## src/rtl/pg_pkg.sv

```systemverilog
// Shared types for the power-good delay monitor.
// Assumes: a two-state output decision, low (pull-down) or released.
package pg_pkg;

    typedef enum logic {
        PG_HOLD_LOW = 1'b0,
        PG_RELEASED = 1'b1
    } pg_state_e;

    typedef struct packed {
        logic good;      // qualified combined window condition
        logic en_moved;  // enable pattern differs from previous cycle
    } pg_qual_t;

endpackage

```

## src/rtl/pg_qualify.sv

```systemverilog
// Channel qualification: folds per-channel window flags into one good
// condition, counting only enabled channels, and flags an enable change.
// Assumes: flags are already synchronous to clk.
module pg_qualify
    import pg_pkg::*;
#(
    parameter int NUM_CH = 2
) (
    input  logic              clk,
    input  logic              rst_n,
    input  logic [NUM_CH-1:0] ch_en,
    input  logic [NUM_CH-1:0] ch_in_win,
    output pg_qual_t          qual
);

    logic [NUM_CH-1:0] ch_ok;
    logic [NUM_CH-1:0] en_q;

    // A disabled channel never vetoes; an enabled one needs its window.
    for (genvar i = 0; i < NUM_CH; i++) begin : g_ch
        assign ch_ok[i] = ~ch_en[i] | ch_in_win[i];
    end

    // Remember last enable pattern to detect a change.
    always_ff @(posedge clk) begin
        if (!rst_n) begin
            en_q <= '0;
        end else begin
            en_q <= ch_en;
        end
    end

    // Combined condition: at least one participant and no veto.
    always_comb begin
        qual.good     = (|ch_en) & (&ch_ok);
        qual.en_moved = (ch_en != en_q);
    end

endmodule

```

## src/rtl/pg_ms_tick.sv

```systemverilog
// Millisecond prescaler: while run is high, emits a one-cycle tick every
// CLKS_PER_MS clocks; dropping run clears the phase so timing restarts.
// Assumes: CLKS_PER_MS >= 2.
module pg_ms_tick #(
    parameter int CLKS_PER_MS = 50000
) (
    input  logic clk,
    input  logic rst_n,
    input  logic run,
    output logic tick
);

    localparam int PRE_W = $clog2(CLKS_PER_MS);
    localparam logic [PRE_W-1:0] PRE_LAST = PRE_W'(CLKS_PER_MS - 1);

    logic [PRE_W-1:0] pre;

    assign tick = run && (pre == PRE_LAST);

    // Free-run the phase while counting, otherwise hold it at zero.
    always_ff @(posedge clk) begin
        if (!rst_n || !run) begin
            pre <= '0;
        end else if (pre == PRE_LAST) begin
            pre <= '0;
        end else begin
            pre <= pre + PRE_W'(1);
        end
    end

endmodule

```

## src/rtl/pg_delay.sv

```systemverilog
// Asymmetric delay state machine: slow programmable release counted in
// millisecond ticks, fast fixed fall filter counted in clocks.
// Assumes: DLY_MS3 is the largest delay, all delays >= 1, FALL_CYCLES >= 1.
module pg_delay
    import pg_pkg::*;
#(
    parameter int DLY_MS0     = 1,
    parameter int DLY_MS1     = 50,
    parameter int DLY_MS2     = 150,
    parameter int DLY_MS3     = 200,
    parameter int FALL_CYCLES = 1500
) (
    input  logic       clk,
    input  logic       rst_n,
    input  pg_qual_t   qual,
    input  logic [1:0] dly_sel,
    input  logic       ms_tick,
    output logic       rise_run,
    output logic       pull_low
);

    localparam int MS_W   = $clog2(DLY_MS3 + 1);
    localparam int FALL_W = $clog2(FALL_CYCLES + 1);
    localparam logic [FALL_W-1:0] FALL_LAST = FALL_W'(FALL_CYCLES - 1);

    pg_state_e        state;
    logic [MS_W-1:0]  ms_cnt;
    logic [MS_W-1:0]  tgt_ms;
    logic [FALL_W-1:0] fall_cnt;
    logic             fall_run;

    // Map the select code onto its delay in milliseconds.
    always_comb begin
        case (dly_sel)
            2'b00:   tgt_ms = MS_W'(DLY_MS0);
            2'b01:   tgt_ms = MS_W'(DLY_MS1);
            2'b10:   tgt_ms = MS_W'(DLY_MS2);
            default: tgt_ms = MS_W'(DLY_MS3);
        endcase
    end

    // An edge counts only if the condition suits the state and enables held.
    always_comb begin
        rise_run = (state == PG_HOLD_LOW) && qual.good  && !qual.en_moved;
        fall_run = (state == PG_RELEASED) && !qual.good && !qual.en_moved;
    end

    // State, release counter and fall filter.
    always_ff @(posedge clk) begin
        if (!rst_n) begin
            state    <= PG_HOLD_LOW;
            ms_cnt   <= '0;
            fall_cnt <= '0;
        end else begin
            case (state)
                PG_HOLD_LOW: begin
                    fall_cnt <= '0;
                    if (!rise_run) begin
                        ms_cnt <= '0;
                    end else if (ms_tick) begin
                        if ((ms_cnt + MS_W'(1)) >= tgt_ms) begin
                            state  <= PG_RELEASED;
                            ms_cnt <= '0;
                        end else begin
                            ms_cnt <= ms_cnt + MS_W'(1);
                        end
                    end
                end
                default: begin
                    ms_cnt <= '0;
                    if (!fall_run) begin
                        fall_cnt <= '0;
                    end else if (fall_cnt == FALL_LAST) begin
                        state    <= PG_HOLD_LOW;
                        fall_cnt <= '0;
                    end else begin
                        fall_cnt <= fall_cnt + FALL_W'(1);
                    end
                end
            endcase
        end
    end

    assign pull_low = (state == PG_HOLD_LOW);

endmodule

```

## src/rtl/pwrgood_delay_mon.sv

```systemverilog
// Top: combined power-good pull-down request for NUM_CH converter channels.
// Qualifies channels by enable, then releases after a programmable
// millisecond delay and pulls low after a short fixed clock filter.
// Assumes: window flags synchronous to clk; CLKS_PER_MS >= 2.
module pwrgood_delay_mon
    import pg_pkg::*;
#(
    parameter int NUM_CH      = 2,
    parameter int CLKS_PER_MS = 50000,
    parameter int DLY_MS0     = 1,
    parameter int DLY_MS1     = 50,
    parameter int DLY_MS2     = 150,
    parameter int DLY_MS3     = 200,
    parameter int FALL_CYCLES = 1500
) (
    input  logic              clk,
    input  logic              rst_n,
    input  logic [NUM_CH-1:0] ch_en,
    input  logic [NUM_CH-1:0] ch_in_win,
    input  logic [1:0]        dly_sel,
    output logic              pg_pull_low
);

    pg_qual_t qual;
    logic     rise_run;
    logic     ms_tick;

    pg_qualify #(.NUM_CH(NUM_CH)) u_qual (
        .clk       (clk),
        .rst_n     (rst_n),
        .ch_en     (ch_en),
        .ch_in_win (ch_in_win),
        .qual      (qual)
    );

    pg_ms_tick #(.CLKS_PER_MS(CLKS_PER_MS)) u_tick (
        .clk   (clk),
        .rst_n (rst_n),
        .run   (rise_run),
        .tick  (ms_tick)
    );

    pg_delay #(
        .DLY_MS0     (DLY_MS0),
        .DLY_MS1     (DLY_MS1),
        .DLY_MS2     (DLY_MS2),
        .DLY_MS3     (DLY_MS3),
        .FALL_CYCLES (FALL_CYCLES)
    ) u_delay (
        .clk      (clk),
        .rst_n    (rst_n),
        .qual     (qual),
        .dly_sel  (dly_sel),
        .ms_tick  (ms_tick),
        .rise_run (rise_run),
        .pull_low (pg_pull_low)
    );

endmodule

```

## config.mk

```make
export PLATFORM = sky130hd
export DESIGN_NAME = pwrgood_delay_mon
export DESIGN_NICKNAME = d
export VERILOG_FILES = /design/src/rtl/pg_pkg.sv /design/src/rtl/pg_qualify.sv /design/src/rtl/pg_ms_tick.sv /design/src/rtl/pg_delay.sv /design/src/rtl/pwrgood_delay_mon.sv
export SDC_FILE = /design/constraint.sdc
export NUM_CORES = 1
export LEC_CHECK = 0
export ABC_CLOCK_PERIOD_IN_PS = 3200
export BUFFER_PORTS_ARGS = -buffer_cell sky130_fd_sc_hd__buf_2
export CORE_ASPECT_RATIO = 1.5
export CORE_UTILIZATION = 45
export DETAILED_ROUTE_END_ITERATION = 16
export SYNTH_ARGS = -nofsm -noshare
export SYNTH_HDL_FRONTEND = slang
export SYNTH_SLANG_ARGS = --single-unit
```

## constraint.sdc

```tcl
create_clock -name clk -period 3.2 [get_ports clk]
set_clock_uncertainty 0.05 [all_clocks]
set_input_delay 0.32 -clock clk [delete_from_list [all_inputs] [get_ports clk]]
set_output_delay 0.32 -clock clk [all_outputs]
set_load 0.1 [all_outputs]
```

==> impl_metrics.csv <==
group,metric,value,unit
critical_path,worst-path-max-fanout,10,
power_and_ir_drop,power_frac_clock,44.3,%
timing,hold_ws,0.228,ns
timing,finalSetupViolCount,0,
timing,worst_pin_slew,0.596,ns
drt,wl_per_cell,12.4,µm
clock_network,numCtsBuffers,5,
outcome,violations,"DRC",
timing,slew_viol_final,0,
global_route,grt_overflow,0,
outcome,status,"finished with violations",
critical_path,path_class,"flop to flop",
power_and_ir_drop,intPower,0.740,mW
floorplanning,die_y,84.1,µm
layout,nets,274,
synth,synth_edf_count,0,
timing,setup-tns-final,0,ns
placed_design,gp_congestion,0.756,
layout,layout-drive-gt1-share,7.57,%
layout,areaGrowthSynthToFinish,9.10,%
synth,synth_flop_cell,"dfxtp_1",
timing,slew_headroom,60.2,%
drt,viasPerCell,5.42,
clock_network,cts_tree,"built",
clock_network,cts_sinks,38,
drt,drtAntennaViolNets,0,
floorplanning,ios,9,
drt,vias,1611,
synth,async_reset_ff_share,0,%
timing,rsz0062_at_grt,"false",
clock_network,clock-root-buffer,"clkbuf_8",
clock_network,clk_latency,0.29,ns
clock_network,path_clk_slew,0.07,ns
critical_path,rr_worst_depth,10,
power_and_ir_drop,combinationalPowerShare,4.3,%
drt,wl,3.69,mm
layout,final_common_cell,"nor2_1",
layout,layout_common_cells,"nor2_1, dfxtp_1, nand2_1",
layout,num_antenna_cells,0,
clock_network,cts_resized,0,
synth,yosysWarnings,0,
synth,synthCells,239,
min_path,hp-class,"primary input to flop",
power_and_ir_drop,cellPowerDensity,419,mW/mm²
critical_path,cp-end-kind,"flop",
critical_path,arrival,2.89,ns
min_path,hold_path_depth,2,
power_and_ir_drop,seq_power_share,51.4,%
floorplanning,die_area,0.00477,mm²
synth,post_synth.cell_area_avg,8.46,µm²
synth,syn_nets,262,
placed_design,hpwl,2.79,mm
power_and_ir_drop,p_sw,0.184,mW
timing,fin_crit,2.73,ns
power_and_ir_drop,leakagePower,0.770,nW
critical_path,r2r-start,"u_delay.ms_cnt[0]$_SDFFE_PP0P_",
critical_path,crit_required,3.36,ns
global_route,gr-usage-all-layers,17.3,%
floorplanning,die_w,56.7,µm
synth,synthDistinctLibCells,38,
power_and_ir_drop,peakVddDrop,0.394,mV
clock_network,cts_setup_buffers,0,
drt,drtIter0Drc,42,
timing,fin_crit_sh,85.3,%
synth,syn-cell-area,0.00202,mm²
drt,drc,2,
min_path,min-delay-start,"ch_en[1]",
min_path,min_to,"u_qual.en_q[1]$_SDFF_PN0_",
clock_network,ctsHoldBuffers,0,
power_and_ir_drop,switching_share,19.9,%
global_route,grt_max_degree,17,
global_route,grt_pass1_wl,6.48,mm
timing,fmax,366,MHz
drt,drt-pass1-iter-count,10,
clock_network,cts.htree.levels,2,
synth,synth_seq_cells,38,
critical_path,timing.rr.end,"u_delay.ms_cnt[0]$_SDFFE_PP0P_",
floorplanning,initial_core_util,47.2,%
clock_network,clockBufferDepth,2,
floorplanning,rows,29,
job,cap_violations,0,
global_route,grt_antenna_before_repair,0,
synth,synth_seq_area_share,37.6,%
critical_path,start_kind,"flop",
global_route,grt_pass1_vias,1576,
critical_path,rrSetupSlack,0.47,ns
timing,finalHoldViolCount,0,
floorplanning,core-area,0.00428,mm²
placed_design,io_buffer_count,8,
state kept, by name, indices dropped and copies added, names as in the netlist:
signal	flops
u_delay.fall_cnt	11
u_tick.pre	16
u_delay.state	1
u_qual.en_q	2
u_delay.ms_cnt	8
cell families after synthesis:
logic type	after synthesis	share of synthesized area, %
muxes	1	0.495
adders and majority gates	15	9.28
xor gates and xnor gates	29	12.6
DFF	38	37.6
buffers and inverters	16	3.71
AOI/OAI and AO/OA	23	7.36
and+or+nand+nor	117	29.0
synth_stat cells, drive strengths merged (2+ instances only):
cell type	count	area, µm²
a211oi	3	27.5
a21oi	4	20.0
and2	4	25.0
and3	2	13.8
buf	2	22.5
dfxtp	38	761
ha	15	188
inv	13	48.8
nand2	21	78.8
nand3	16	80.1
nand4	6	37.5
nand4b	3	26.3
nor2	43	161
nor2b	4	25.0
nor3	3	15.0
o21ai	6	30.0
o22ai	5	31.3
or3	5	31.3
or4b	2	20.0
or4bb	2	22.5
xnor2	14	123
xor2	15	131
power by group through the flow:
| stage | sequential [mW] | clock (mW) | combinational, mW |
|---|---|---|---|
| floorplan | 0.486 | 0 | 0.0276 |
| global placement | 0.486 | 0 | 0.0400 |
| detailed placement | 0.486 | 0 | 0.0409 |
| CTS | 0.475 | 0.422 | 0.0409 |
| global route | 0.475 | 0.444 | 0.0461 |
| finish | 0.475 | 0.409 | 0.0398 |
cell type report:
type,count,area [µm²]
tap,46,57.6
timing repair buffer,8,40.0
fill,401,2080
clock buffer,6,82.6
inverter,13,48.8
clock inverter,1,30.0
multi-input combinational,185,1190
sequential,38,761
critical path, stage by stage (launching register included):
cell and delay, ns:
dfxtp_1 0.39, ha_1 0.22, nand3_1 0.21, nor2_1 0.18, xor2_1 0.22, ha_1 0.28
o21ai_0 0.16, nor2_1 0.07, a211oi_2 0.48, nand2_1 0.22, o22ai_1 0.16
layer usage:
| metal | GRT usage, % | vias up | share of wire (%) |
|---|---|---|---|
| met3 | 4.19 | 6 | 2.8 |
| met5 | 0 | - | 0 |
| met1 | 18.1 | 748 | 41 |
| li1 | - | 838 | - |
| met4 | 6.87 | 0 | 1.7 |
| met2 | 32.1 | 19 | 54 |
metrics by stage:
stage / util, % / total power [mW] / cells / setup WS (ns) / area [µm²]
floorplan: - / 0.514 / 239 / 0.933 / 2020
global placement: 48.9 / 0.526 / 290 / 0.506 / 2090
detailed placement: 48.9 / 0.527 / 290 / 0.478 / 2090
CTS: 51.5 / 0.938 / 297 / 0.453 / 2210
global route: 51.5 / 0.965 / 297 / 0.280 / 2210
finish: 51.5 / 0.924 / 297 / 0.471 / 2210
worst max path at each step:
stage	from	to	slack (ns)	cells after the start
final	u_delay.ms_cnt[0]$_SDFFE_PP0P_	u_delay.ms_cnt[0]$_SDFFE_PP0P_	0.47	10
after global placement	u_delay.ms_cnt[0]$_SDFFE_PP0P_	u_delay.ms_cnt[0]$_SDFFE_PP0P_	0.51	10
after floorplan	u_delay.ms_cnt[0]$_SDFFE_PP0P_	u_delay.ms_cnt[0]$_SDFFE_PP0P_	0.93	10
after detailed placement	u_delay.ms_cnt[0]$_SDFFE_PP0P_	u_delay.ms_cnt[0]$_SDFFE_PP0P_	0.48	10
after global routing	u_delay.ms_cnt[0]$_SDFFE_PP0P_	u_delay.ms_cnt[0]$_SDFFE_PP0P_	0.28	10
after CTS	u_delay.ms_cnt[0]$_SDFFE_PP0P_	u_delay.ms_cnt[0]$_SDFFE_PP0P_	0.45	10
(Power assumes the default switching activity.)
